[src/rtl/rld_timer_pkg.sv]
package rld_timer_pkg;
  localparam logic [7:0] OFS_GATE = 8'h00;
  localparam logic [7:0] OFS_PEND = 8'h04;
  localparam logic [7:0] OFS_CTL  = 8'h10;
  localparam logic [7:0] OFS_IVL  = 8'h14;
  localparam logic [7:0] OFS_CUR  = 8'h18;

  typedef struct packed {
    logic [3:0] pre;
    logic       src;
    logic       reload;
    logic       run;
  } ctl_t;
endpackage

[src/rtl/rld_timer_prescale.sv]
module rld_timer_prescale #(
  parameter int PRE_MAX = 7
) (
  input  logic       clk,
  input  logic       rst,
  input  logic       run,
  input  logic       src_osc,
  input  logic       osc_tick,
  input  logic [3:0] code,
  output logic       tick
);
  localparam int DIV_W = (PRE_MAX < 1) ? 1 : PRE_MAX;

  logic [DIV_W-1:0] div_q;
  logic [DIV_W-1:0] mask;
  logic [3:0]       eff;
  logic             base;

  assign base = src_osc ? osc_tick : 1'b1;
  assign eff  = (code > 4'(PRE_MAX)) ? 4'(PRE_MAX) : code;
  assign mask = ~({DIV_W{1'b1}} << eff);
  assign tick = run && base && ((div_q & mask) == mask);

  always_ff @(posedge clk) begin
    if (rst || !run) div_q <= '0;
    else if (base)   div_q <= div_q + 1'b1;
  end

  // with a divider above 1 and a steady code, ticks never fall on back-to-back cycles
  assert_tick_gap_R5: assert property (@(posedge clk) disable iff (rst)
    (tick && eff != 4'd0) ##1 $stable(eff) |-> !tick);
  assert_osc_gate_R4: assert property (@(posedge clk) disable iff (rst)
    (src_osc && !osc_tick) |-> !tick);
endmodule

[src/rtl/rld_timer_core.sv]
module rld_timer_core #(
  parameter int CNT_W = 32
) (
  input  logic             clk,
  input  logic             rst,
  input  logic             tick,
  input  logic             reload,
  input  logic [CNT_W-1:0] ivl,
  input  logic             load_we,
  input  logic [CNT_W-1:0] load_val,
  output logic [CNT_W-1:0] cur,
  output logic             expire
);
  assign expire = tick && !load_we && (cur <= CNT_W'(1));

  always_ff @(posedge clk) begin
    if (rst)          cur <= '0;
    else if (load_we) cur <= load_val;
    else if (expire)  cur <= reload ? ivl : '0;
    else if (tick)    cur <= cur - 1'b1;
  end

  assert_dec_R3: assert property (@(posedge clk) disable iff (rst)
    (tick && !load_we && cur > CNT_W'(1)) |=> cur == $past(cur) - 1'b1);
  assert_reload_R7: assert property (@(posedge clk) disable iff (rst)
    (expire && reload) |=> cur == $past(ivl));
  assert_hold_R3: assert property (@(posedge clk) disable iff (rst)
    (!tick && !load_we) |=> $stable(cur));
  assert_load_R9: assert property (@(posedge clk) disable iff (rst)
    load_we |=> cur == $past(load_val));
endmodule

[src/rtl/rld_timer.sv]
module rld_timer
  import rld_timer_pkg::*;
#(
  parameter int CNT_W   = 32,
  parameter int ADDR_W  = 8,
  parameter int PRE_MAX = 7
) (
  input  logic              clk,
  input  logic              rst,
  input  logic              osc_tick,
  input  logic [ADDR_W-1:0] bus_addr,
  input  logic              bus_we,
  input  logic [31:0]       bus_wdata,
  input  logic              bus_re,
  output logic [31:0]       bus_rdata,
  output logic              irq
);
  ctl_t             ctl_q;
  logic             gate_q, pend_q, irq_q;
  logic             gate_d, pend_d;
  logic [CNT_W-1:0] ivl_q, cur;
  logic [31:0]      rdata_q, rmux;
  logic             tick, expire;
  logic             we_gate, we_pend, we_ctl, we_ivl, we_cur, clr_pend;

  assign we_gate  = bus_we && bus_addr == ADDR_W'(OFS_GATE);
  assign we_pend  = bus_we && bus_addr == ADDR_W'(OFS_PEND);
  assign we_ctl   = bus_we && bus_addr == ADDR_W'(OFS_CTL);
  assign we_ivl   = bus_we && bus_addr == ADDR_W'(OFS_IVL);
  assign we_cur   = bus_we && bus_addr == ADDR_W'(OFS_CUR);
  assign clr_pend = we_pend && bus_wdata[0];

  rld_timer_prescale #(.PRE_MAX(PRE_MAX)) u_pre (
    .clk(clk), .rst(rst), .run(ctl_q.run), .src_osc(ctl_q.src),
    .osc_tick(osc_tick), .code(ctl_q.pre), .tick(tick)
  );

  rld_timer_core #(.CNT_W(CNT_W)) u_core (
    .clk(clk), .rst(rst), .tick(tick), .reload(ctl_q.reload), .ivl(ivl_q),
    .load_we(we_cur), .load_val(bus_wdata[CNT_W-1:0]), .cur(cur), .expire(expire)
  );

  // next-state of the flag and gate, shared by the registers and the irq flop
  always_comb begin
    pend_d = expire || (pend_q && !clr_pend);
    gate_d = we_gate ? bus_wdata[0] : gate_q;
  end

  always_ff @(posedge clk) begin
    if (rst) begin
      ctl_q  <= '0;
      gate_q <= 1'b0;
      pend_q <= 1'b0;
      irq_q  <= 1'b0;
      ivl_q  <= '0;
    end else begin
      gate_q <= gate_d;
      pend_q <= pend_d;
      irq_q  <= pend_d && gate_d;
      if (we_ivl) ivl_q <= bus_wdata[CNT_W-1:0];
      if (we_ctl) begin
        ctl_q.pre    <= bus_wdata[7:4];
        ctl_q.src    <= bus_wdata[2];
        ctl_q.reload <= bus_wdata[1];
        ctl_q.run    <= bus_wdata[0];
      end else if (expire && !ctl_q.reload) begin
        ctl_q.run <= 1'b0;
      end
    end
  end

  always_comb begin
    rmux = '0;
    if (bus_addr == ADDR_W'(OFS_GATE))     rmux = {31'b0, gate_q};
    else if (bus_addr == ADDR_W'(OFS_PEND)) rmux = {31'b0, pend_q};
    else if (bus_addr == ADDR_W'(OFS_CTL))
      rmux = {24'b0, ctl_q.pre, 1'b0, ctl_q.src, ctl_q.reload, ctl_q.run};
    else if (bus_addr == ADDR_W'(OFS_IVL))  rmux = 32'(ivl_q);
    else if (bus_addr == ADDR_W'(OFS_CUR))  rmux = 32'(cur);
  end

  always_ff @(posedge clk) begin
    if (rst)         rdata_q <= '0;
    else if (bus_re) rdata_q <= rmux;
  end

  assign bus_rdata = rdata_q;
  assign irq       = irq_q;

  assert_set_wins_R10: assert property (@(posedge clk) disable iff (rst)
    expire |=> pend_q);
  assert_w1c_R10: assert property (@(posedge clk) disable iff (rst)
    (clr_pend && !expire) |=> !pend_q);
  assert_oneshot_stop_R8: assert property (@(posedge clk) disable iff (rst)
    (expire && !ctl_q.reload && !we_ctl) |=> !ctl_q.run);
  assert_irq_gate_R11: assert property (@(posedge clk) disable iff (rst)
    irq_q == (pend_q && gate_q));
  assert_flag_sticky_R6: assert property (@(posedge clk) disable iff (rst)
    (pend_q && !clr_pend) |=> pend_q);
endmodule

[config.mk]
export PLATFORM = sky130hd
export DESIGN_NAME = rld_timer
export DESIGN_NICKNAME = d
export VERILOG_FILES = /design/src/rtl/rld_timer_pkg.sv /design/src/rtl/rld_timer_prescale.sv /design/src/rtl/rld_timer_core.sv /design/src/rtl/rld_timer.sv
export SDC_FILE = /design/constraint.sdc
export NUM_CORES = 1
export LEC_CHECK = 0
export BUFFER_PORTS_ARGS = -buffer_cell sky130_fd_sc_hd__clkbuf_2
export CAP_MARGIN = 20
export CORE_MARGIN = 2
export CORE_UTILIZATION = 40
export DETAILED_ROUTE_END_ITERATION = 10
export GPL_TIMING_DRIVEN = 0
export PLACE_DENSITY_LB_ADDON = 0.25
export REMOVE_ABC_BUFFERS = 1
export SETUP_SLACK_MARGIN = 0.2
export SYNTH_ARGS = -nofsm -noshare
export SYNTH_HDL_FRONTEND = slang
export SYNTH_HIERARCHICAL = 1
export SYNTH_SLANG_ARGS = --single-unit
[constraint.sdc]
create_clock -name clk -period 3.5 [get_ports clk]
set_input_delay 0.7 -clock clk [delete_from_list [all_inputs] [get_ports clk]]
set_output_delay 0.7 -clock clk [all_outputs]
set_load 0.03 [all_outputs]
Yosys cells after proc, flatten, opt, wreduce, memory -nomap -nowiden
Cells that the tools add are included.

operators by class
  $add $sub $neg = 2
  magnitude comparators = 2
  eq/ne operators = 5
  shift operators = 1
  muxes and demuxes = 14
  bitwise operators = 2
  reduce and logical (&&, ||, !) cells = 22

operators with widths
  operator               number
  $mux 32                9
  $le 32x1->1 const B    1
  $sub 32x1->32 const B  1
  $eq 8x5->1 const B     3
  $logic_and 1x1->1      13
  $eq 8x3->1 const B     1
  $logic_not 8->1        1
  $add 7x1->7 const B    1
  $and 7x7->7            1
  $eq 7x7->1             1
  $not 7->7              1
  $shl 7x4->7 const A    1
  $gt 4x3->1 const B     1
  $logic_not 1->1        4
  $mux 1                 4
  $mux 4                 1
  $reduce_bool 3->1      1
  $logic_or 1x1->1       2
  $reduce_bool 2->1      1

word-level totals
  register bits after elaboration = 113
  input port bits = 45
  output and inout bits = 33
  logic and storage cells = 59

Logic depth before layout (Yosys ltp)
Gate-level depths: netlist of the first run.

  word-level depth = 12
  mapped depth = 13
  depth with buffers taken out = 10

Modules after synthesis
Netlist of the first run, hierarchy kept.

by module, submodules not included
  module              instances  cells each  area each (um^2)  sequential area each (um^2)
  rld_timer           1          351         3030.4            1481.4
  rld_timer_core      1          325         2364.8            640.6
  rld_timer_prescale  1          52          429.2             140.1

Worst setup path before layout of the first run
No wires, ideal clock.

  path type = input-to-reg
  start = input bus_addr[3]
  end = register u_core.cur[10]
  library setup time = 0.134 ns
  data arrival time = 2.888 ns
  required time = 3.366 ns
  slack = 0.478 ns
  stages on the path = 13
  buffers on the path = 4
  path through = clkbuf_2 nor4b_4 buf_2 and3_1 nand2b_1 or4_1 or3_1 inv_2 buf_6 buf_6 nor2_1 a31oi_1 o22ai_1

on the way
  word-level cells in the longest chain between the ends = 7
  elaborated cells on any way between the ends = 8
  classes of those cells = eq/ne (1); mux (2); reduce/logical (5)

ends and longest elaborated chain
  what                             line                  text
  from (decl)                      rld_timer.sv:11       input logic [ADDR_W-1:0] bus_addr,
  $eq 8x5->1 (*)                   rld_timer.sv:30       assign we_cur = bus_we && bus_addr == ADDR_W'(OFS_CUR);
  $logic_and 1x1->1 (*)            rld_timer.sv:30
  net we_cur                       rld_timer.sv:24       logic we_gate, we_pend, we_ctl, we_ivl, we_cur, clr_pend;
  $logic_not 1->1                  rld_timer_core.sv:14  assign expire = tick && !load_we && (cur <= CNT_W'(1));
  $logic_and 1x1->1 (2 in series)  rld_timer_core.sv:14
  $mux 32                          rld_timer_core.sv:19  else if (expire) cur <= reload ? ivl : '0;
  $mux 32                          rld_timer_core.sv:18  else if (load_we) cur <= load_val;
  to (signal assigned)             rld_timer_core.sv:18
  to (signal assigned)             rld_timer_core.sv:19
  to (signal assigned)             rld_timer_core.sv:20  else if (tick) cur <= cur - 1'b1;
  to (decl)                        rld_timer_core.sv:11  output logic [CNT_W-1:0] cur,

The timed path passes the listed nets; every way through them passes the cells marked *.
A chain may end at the register's enable or synchronous reset.

Worst setup path after layout of the first run
  start = register ctl_q[6] in the netlist's numbering
  end = register u_core.cur[30]

on the way
  word-level cells in the longest chain between the ends = 11
  elaborated cells on any way between the ends = 12
  classes of those cells = order compare (1); eq/ne (1); shift (1); mux (3); bitwise (2); reduce/logical (4)

ends and longest elaborated chain
  what                                 line                      text
  from (decl)                          rld_timer.sv:18           ctl_t ctl_q;
  $gt 4x3->1                           rld_timer_prescale.sv:20  assign eff = (code > 4'(PRE_MAX)) ? 4'(PRE_MAX) : code;
  $mux 4 (*)                           rld_timer_prescale.sv:20
  $shl 7x4->7 (*)                      rld_timer_prescale.sv:21  assign mask = ~({DIV_W{1'b1}} << eff);
  $not 7->7 (*)                        rld_timer_prescale.sv:21
  $and 7x7->7                          rld_timer_prescale.sv:22  assign tick = run && base && ((div_q & mask) == mask);
  $eq 7x7->1 (*)                       rld_timer_prescale.sv:22
  $logic_and 1x1->1 (*)                rld_timer_prescale.sv:22
  net tick                             rld_timer.sv:23           logic tick, expire;
  $logic_and 1x1->1 (*) (2 in series)  rld_timer_core.sv:14
  net expire                           rld_timer.sv:23
  $mux 32                              rld_timer_core.sv:19
  $mux 32                              rld_timer_core.sv:18

Marks and branches as above.

==> results of run 1 <==
==> cells by family after synthesis <==
kind of cell	synth area share (%)
flip-flops	38.8
buffers and inverters	5.67
multiplexers	1.40
AND/OR/NAND/NOR	24.3
AO/OA/AOI/OAI	25.4
XOR/XNOR	3.76
adder cells (fa/ha/maj)	0.645
==> cell usage after synthesis, types with 9 or more instances <==
| cell type | count | area (um^2) |
|---|---|---|
| or3_1 | 9 | 56.3 |
| o21ai_0 | 26 | 130 |
| a31oi_1 | 20 | 125 |
| a21oi_1 | 76 | 380 |
| o22ai_1 | 16 | 100 |
| inv_1 | 15 | 56.3 |
| a2bb2oi_1 | 25 | 219 |
| xor2_1 | 15 | 131 |
| nor3_1 | 14 | 70.1 |
| a211oi_1 | 10 | 75.1 |
| nor2_1 | 83 | 312 |
| nor4_1 | 11 | 68.8 |
| xnor2_1 | 10 | 87.6 |
| a22oi_1 | 26 | 195 |
| dfxtp_1 | 113 | 2260 |
| clkbuf_1 | 38 | 143 |
| nand2_1 | 94 | 353 |
| nor3b_1 | 20 | 150 |
==> worst paths after layout <==
| path | slack (ns) | end | cells after the start |
|---|---|---|---|
| worst min register to register | 0.45 | bus_rdata[6] | 2 |
| worst max-delay path | 0.32 | u_core/cur[30] | 11 |
| worst min-delay path | 0.45 | bus_rdata[6] | 2 |
| worst max register to register | 0.32 | u_core/cur[30] | 11 |
==> repair_timing <==
action / CTS / global route
pin swaps: 2 / 3
hold buffers: 0 / 0
setup buffers: 5 / 3
cloned: 0 / 2
resized for setup: 9 / 5
setup endpoints to repair: 35 / 26
==> critical path: cells and delay by family, from the launching register on <==
family	cells	cell delay, ns
AOI/OAI and AO/OA	4	0.90
DFF	1	0.37
and+or+nand+nor	5	1.53
buffers and inverters	2	0.29
==> power by group through the flow <==
stage          clock network [mW]  registers (mW)  logic, mW
2_1_floorplan                   0            1.32     0.0561
5_1_grt                      1.68            1.29      0.158
3_5_place_dp                    0            1.32      0.142
3_3_place_gp                    0            1.32      0.134
6_report                     1.60            1.29      0.145
4_1_cts                      1.62            1.29      0.143
==> layer usage <==
metal  vias up  track usage [%]  wire length [um]
met3        18             5.33              1080
met1      2805             29.8              8080
li1       2747                -                 -
met5         -                0                 0
met2       204             36.5              8480
met4         0             6.21               202
==> cell usage in the layout, fill, tap and decap left out, drive strengths merged, types with 13 or more instances in the layout <==
master   synthesis  layout
nor3b           20      20
o21ai           26      26
a31oi           20      20
dfxtp          113     113
buf             17      14
clkbuf          39     102
o22ai           16      16
xor2            15      15
nor2            83      83
a2bb2oi         25      25
nor3            14      14
nand2           94      94
a22oi           26      26
a21oi           76      76
inv             16      16
nor4            13      13
==> stage by stage <==
step                total power [mW]  setup slack (ns)  setup TNS [ns]
floorplan                       1.37             -1.94          -63.80
global placement                1.45             -5.15         -209.59
detailed placement              1.46             -1.42          -45.94
CTS                             3.06             0.218               0
global route                    3.13             0.174               0
finish                          3.04             0.317               0
==> registers in the layout, summed over array words and instances, names as in the netlist <==
name	cells
bus_rdata	32
ctl_q	7
gate_q	1
irq	1
ivl_q	32
pend_q	1
u_core/cur	32
u_pre/div_q	7
==> final cells by class <==
cell class                 count  area [um^2]
clock buffer                  24          482
clock inverter                 6         57.6
fill                        1417         7370
inverter                      17         90.1
multi-input combinational    542         3270
sequential                   113         2260
tap                          184          230
timing repair buffer          92          591
timing repair inverter         1         11.3
==> metrics.cfg, run 1 <==
[clock_tree]
path_clk_slew_ns = 0.05
cts-root-buf = clkbuf_16
clkSinkCount = 113
htreeDepth = 4
clockBufferDepth = 2
cts-buffers-inserted = 17
cts_tree = done
clock_latency_ns = 0.42

[power]
power.switching_uw = 681
clkPwrFrac_pct = 52.7
p_leak_nw = 2.74
vdd_drop_max_uv = 400
seqPwrFrac_pct = 42.5
power_density_nw_per_um2 = 435
intPower_mw = 2.36
switching_share_pct = 22.4
comb_power_share_pct = 4.8

[detailed_routing]
wl_mm = 17.8
first_pass_iters = 5
antenna_left = 0
wl_per_cell_um = 18.2
detail_route.vias_per_cell = 5.90
drt_iter0_drc = 579
vias = 5774
drc = 0

[critical_path]
path_max_fanout = 24
cp-startpoint = ctl_q[6]
cp-end-kind = register
r2r-start = ctl_q[6]
path_cells = nor4_1 > o2111ai_1 > a211oi_4 > buf_12 > nand2b_4 > or4_1 > or3_4 > clkinv_16 > nor3_1 > a21o_1 > o32ai_1
cpMaxStageDelayCell = or4_1
start_kind = register
slowest_delay_ns = 0.53
cp.arrival_ns = 3.51
crit_type = reg2reg
critPathRequiredTime_ns = 3.83

[sta]
rsz0062_at_grt = no
finalHoldViolCount = 0
finalCritPeriodShare_pct = 90.9
worstMarginPinSlew_ns = 0.907
drv_slew = 0
slew_headroom_pct = 39.1
timing.fmax_ghz = 0.314
holdWs_ns = 0.453
fin_skew_ns = 0.00839
period_needed_ns = 3.18
setup_viol = 0

[grt]
grt_first_pass_wirelength_mm = 28.6
track_usage_pct = 22.4
antenna_found_initial = 0
grt_pass1_vias = 5547
grt_max_degree = 62
gr-total-overflow = 0

[status]
outcome = finished clean

[min_path]
hold_path.class = reg2reg
hp-start = bus_rdata[6]

[synth]
syn_area_um2 = 5820
synthArstFlopShare_pct = 0
synth_edf_count = 0
ys.flop_type = dfxtp_1
syn_area_per_cell_um2 = 8.00
synth_cell_types = 58
postSynthCellCount = 728
synth-seq-cells = 113
yosysWarnings = 6
seq_area_frac_synth_pct = 38.8

[finish]
fin_cells = 979
area_growth_pct = 20.1
drive_gt1_share_pct = 17.9
fin_area_um2 = 6990
final_nets = 832
num_antenna_cells = 0
fin_util_pct = 48.7

[floorplan]
die_x_um = 125
die_area_um2 = 15500
num_rows = 44
fp.dieH_um = 125
io_pins = 78
core_um2 = 14400
start_util_pct = 40.5

[placed_design]
place_area_um2 = 6310
place_hpwl_mm = 11.0
dpl.cell_count = 939
portBuffers = 77
routabilityCongestion = 0.816

[run]
maxCapViolCount = 0

(Power assumes the default switching activity.)
==> run 2, diff against run 1 <==
CORE_ASPECT_RATIO = 0.75   (was not set)
==> run 2 against run 1 <==
Routed wire length shrank 2.1%. Register-to-register slack worse by 0.04 ns. Worst hold slack better by 0.0010 ns. Power up 4.5%. Combinational power hardly changed. Critical path depth up 1. Die area is essentially flat. Non-clock buffer count rose by 2. Critical path type unchanged.
==> metrics.cfg, run 2 (same netlist as run 1, synthesis figures left out) <==
[status]
outcome = finished clean

[clock_tree]
path_clk_slew_ns = 0.05  ; about the same
cts-hold-fix-buffers = 0  ; unchanged
clockBufferDepth = 2  ; unchanged
cts-root-buf = clkbuf_16
clkSinkCount = 113  ; unchanged
cts-buffers-inserted = 17  ; unchanged
clock_latency_ns = 0.42  ; about the same
cts_tree = done
htreeDepth = 4  ; unchanged

[sta]
fin_skew_ns = 0.00516  ; -0.00323 ns
timing.fmax_ghz = 0.311  ; -1.1%
finalCritPeriodShare_pct = 92.0  ; +1.1 points
setup_viol = 0  ; unchanged
worstMarginPinSlew_ns = 0.962  ; +0.0543 ns
holdWs_ns = 0.454  ; +0.00103 ns
slew_headroom_pct = 35.6  ; -3.5 points
finalHoldViolCount = 0  ; unchanged
rsz0062_at_grt = no
drv_slew = 0  ; unchanged
period_needed_ns = 3.22  ; +0.0369 ns

[critical_path]
cp-end-kind = register
cp-startpoint = ctl_q[6]
path_max_fanout = 13  ; -46%
critPathRequiredTime_ns = 3.83  ; about the same
start_kind = register
cp.arrival_ns = 3.55  ; +0.04 ns
reg2reg_slack_ns = 0.28  ; -0.04 ns
r2r-start = ctl_q[6]
crit_type = reg2reg

[floorplan]
die_x_um = 143  ; +15%
core_um2 = 14400  ; about the same
io_pins = 78  ; unchanged
start_util_pct = 40.6  ; about the same
num_rows = 38  ; -14%
fp.dieH_um = 109  ; -13%
die_area_um2 = 15600  ; about the same

[finish]
final_cell_mix = dfxtp_1, nand2_1, nor2_1, a21oi_1, clkbuf_2
area_growth_pct = 22.1
fin_cells = 1000  ; +2.1%
drive_gt1_share_pct = 18.5  ; +0.64 points
final_common_cell = dfxtp_1
final_nets = 835  ; +0.36%
num_antenna_cells = 0  ; unchanged

[grt]
track_usage_pct = 23.0  ; +0.56 points
grt_pass1_vias = 5477  ; -1.3%
grt_first_pass_wirelength_mm = 28.1  ; -2.0%
antenna_found_initial = 0  ; unchanged
grt_max_degree = 82  ; +32%
gr-total-overflow = 0  ; unchanged

[placed_design]
routabilityCongestion = 0.772  ; -5.4%
place_hpwl_mm = 11.1  ; +1.6%
dpl.cell_count = 957  ; +1.9%
portBuffers = 77  ; unchanged

[detailed_routing]
wl_per_cell_um = 17.5  ; -4.1%
first_pass_iters = 6  ; +1
detail_route.vias_per_cell = 5.80  ; -1.7%
vias = 5797  ; +0.40%
antenna_left = 0  ; unchanged
drt_iter0_drc = 569  ; -1.7%
wl_mm = 17.5  ; -2.1%
drc = 0  ; unchanged

[power]
p_leak_nw = 2.79  ; +1.8%
power_density_nw_per_um2 = 446  ; +2.7%
vdd_drop_max_uv = 374  ; -6.6%

[min_path]
hold_path.class = reg2reg
hp-start = bus_rdata[2]

[run]
maxCapViolCount = 0  ; unchanged

## run 2: cell count changes in the layout (fill, tap and decap cells not counted), sizes merged
| cell | delta |
|---|---|
| clkinvlp | -1 |
| clkinv | -3 |
| inv | +2 |
| clkbuf | +3 |
| buf | +3 |
| bufinv | +1 |
## run 2: metrics by stage
| stage | TNS, ns | area [um^2] | utilization, % | setup slack (ns) | total power, mW |
|---|---|---|---|---|---|
| global route | 0 | 7110 | 49.5 | 0.199 | 3.28 |
| finish | 0 | 7110 | 49.5 | 0.280 | 3.18 |
| floorplan | -63.80 | 5560 | - | -1.94 | 1.37 |
| CTS | 0 | 7060 | 49.2 | 0.241 | 3.20 |
| global placement | -205.80 | 6190 | 43.1 | -5.04 | 1.45 |
| detailed placement | -49.59 | 6380 | 44.4 | -1.51 | 1.46 |
## run 2: path summary, 6_finish.rpt
kind,depth (start not counted),to
max,12,u_core/cur[30]
max reg2reg,12,u_core/cur[30]
min,2,bus_rdata[2]
min reg2reg,2,bus_rdata[2]
## run 2: report_power, final
| part | internal [mW] | switching, mW | total [mW] |
|---|---|---|---|
| registers | 1.29 | 0.00219 | 1.29 |
| logic | 0.0528 | 0.0911 | 0.144 |
| clock network | 1.16 | 0.581 | 1.74 |
| total | 2.50 | 0.675 | 3.18 |
## run 2: per-layer routing
layer | up-vias | global-route usage (%) | wire (um)
li1 | 2773 | - | -
met1 | 2810 | 31.2 | 8180
met2 | 192 | 36.4 | 7980
met3 | 22 | 6.29 | 1110
met4 | 0 | 5.88 | 196
met5 | - | 0 | 0
## run 2: area by class of cell
cell class / instances / area (um^2)
clock buffer: 28 / 527
clock inverter: 4 / 70.1
fill: 1413 / 7250
inverter: 17 / 80.1
multi-input combinational: 542 / 3280
sequential: 113 / 2260
tap: 200 / 250
timing repair buffer: 94 / 618
timing repair inverter: 2 / 20.0
## run 2: worst max-delay path, stage by stage, from the launching register on
cell and delay (ns):
dfxtp_2 0.37, nor4_2 0.31, o2111ai_2 0.21, a211oi_4 0.25, buf_8 0.14, buf_8 0.15
nand2b_4 0.10, or4_4 0.49, or3_4 0.53, inv_16 0.13, nor3_1 0.05, a21o_1 0.17
o32ai_1 0.20
## run 2: what timing repair did
action | in CTS | in global routing
pin swaps | 3 | 4
setup endpoints to repair | 35 | 35
setup buffers | 5 | 4
resized for setup | 11 | 5
cloned | 1 | 1
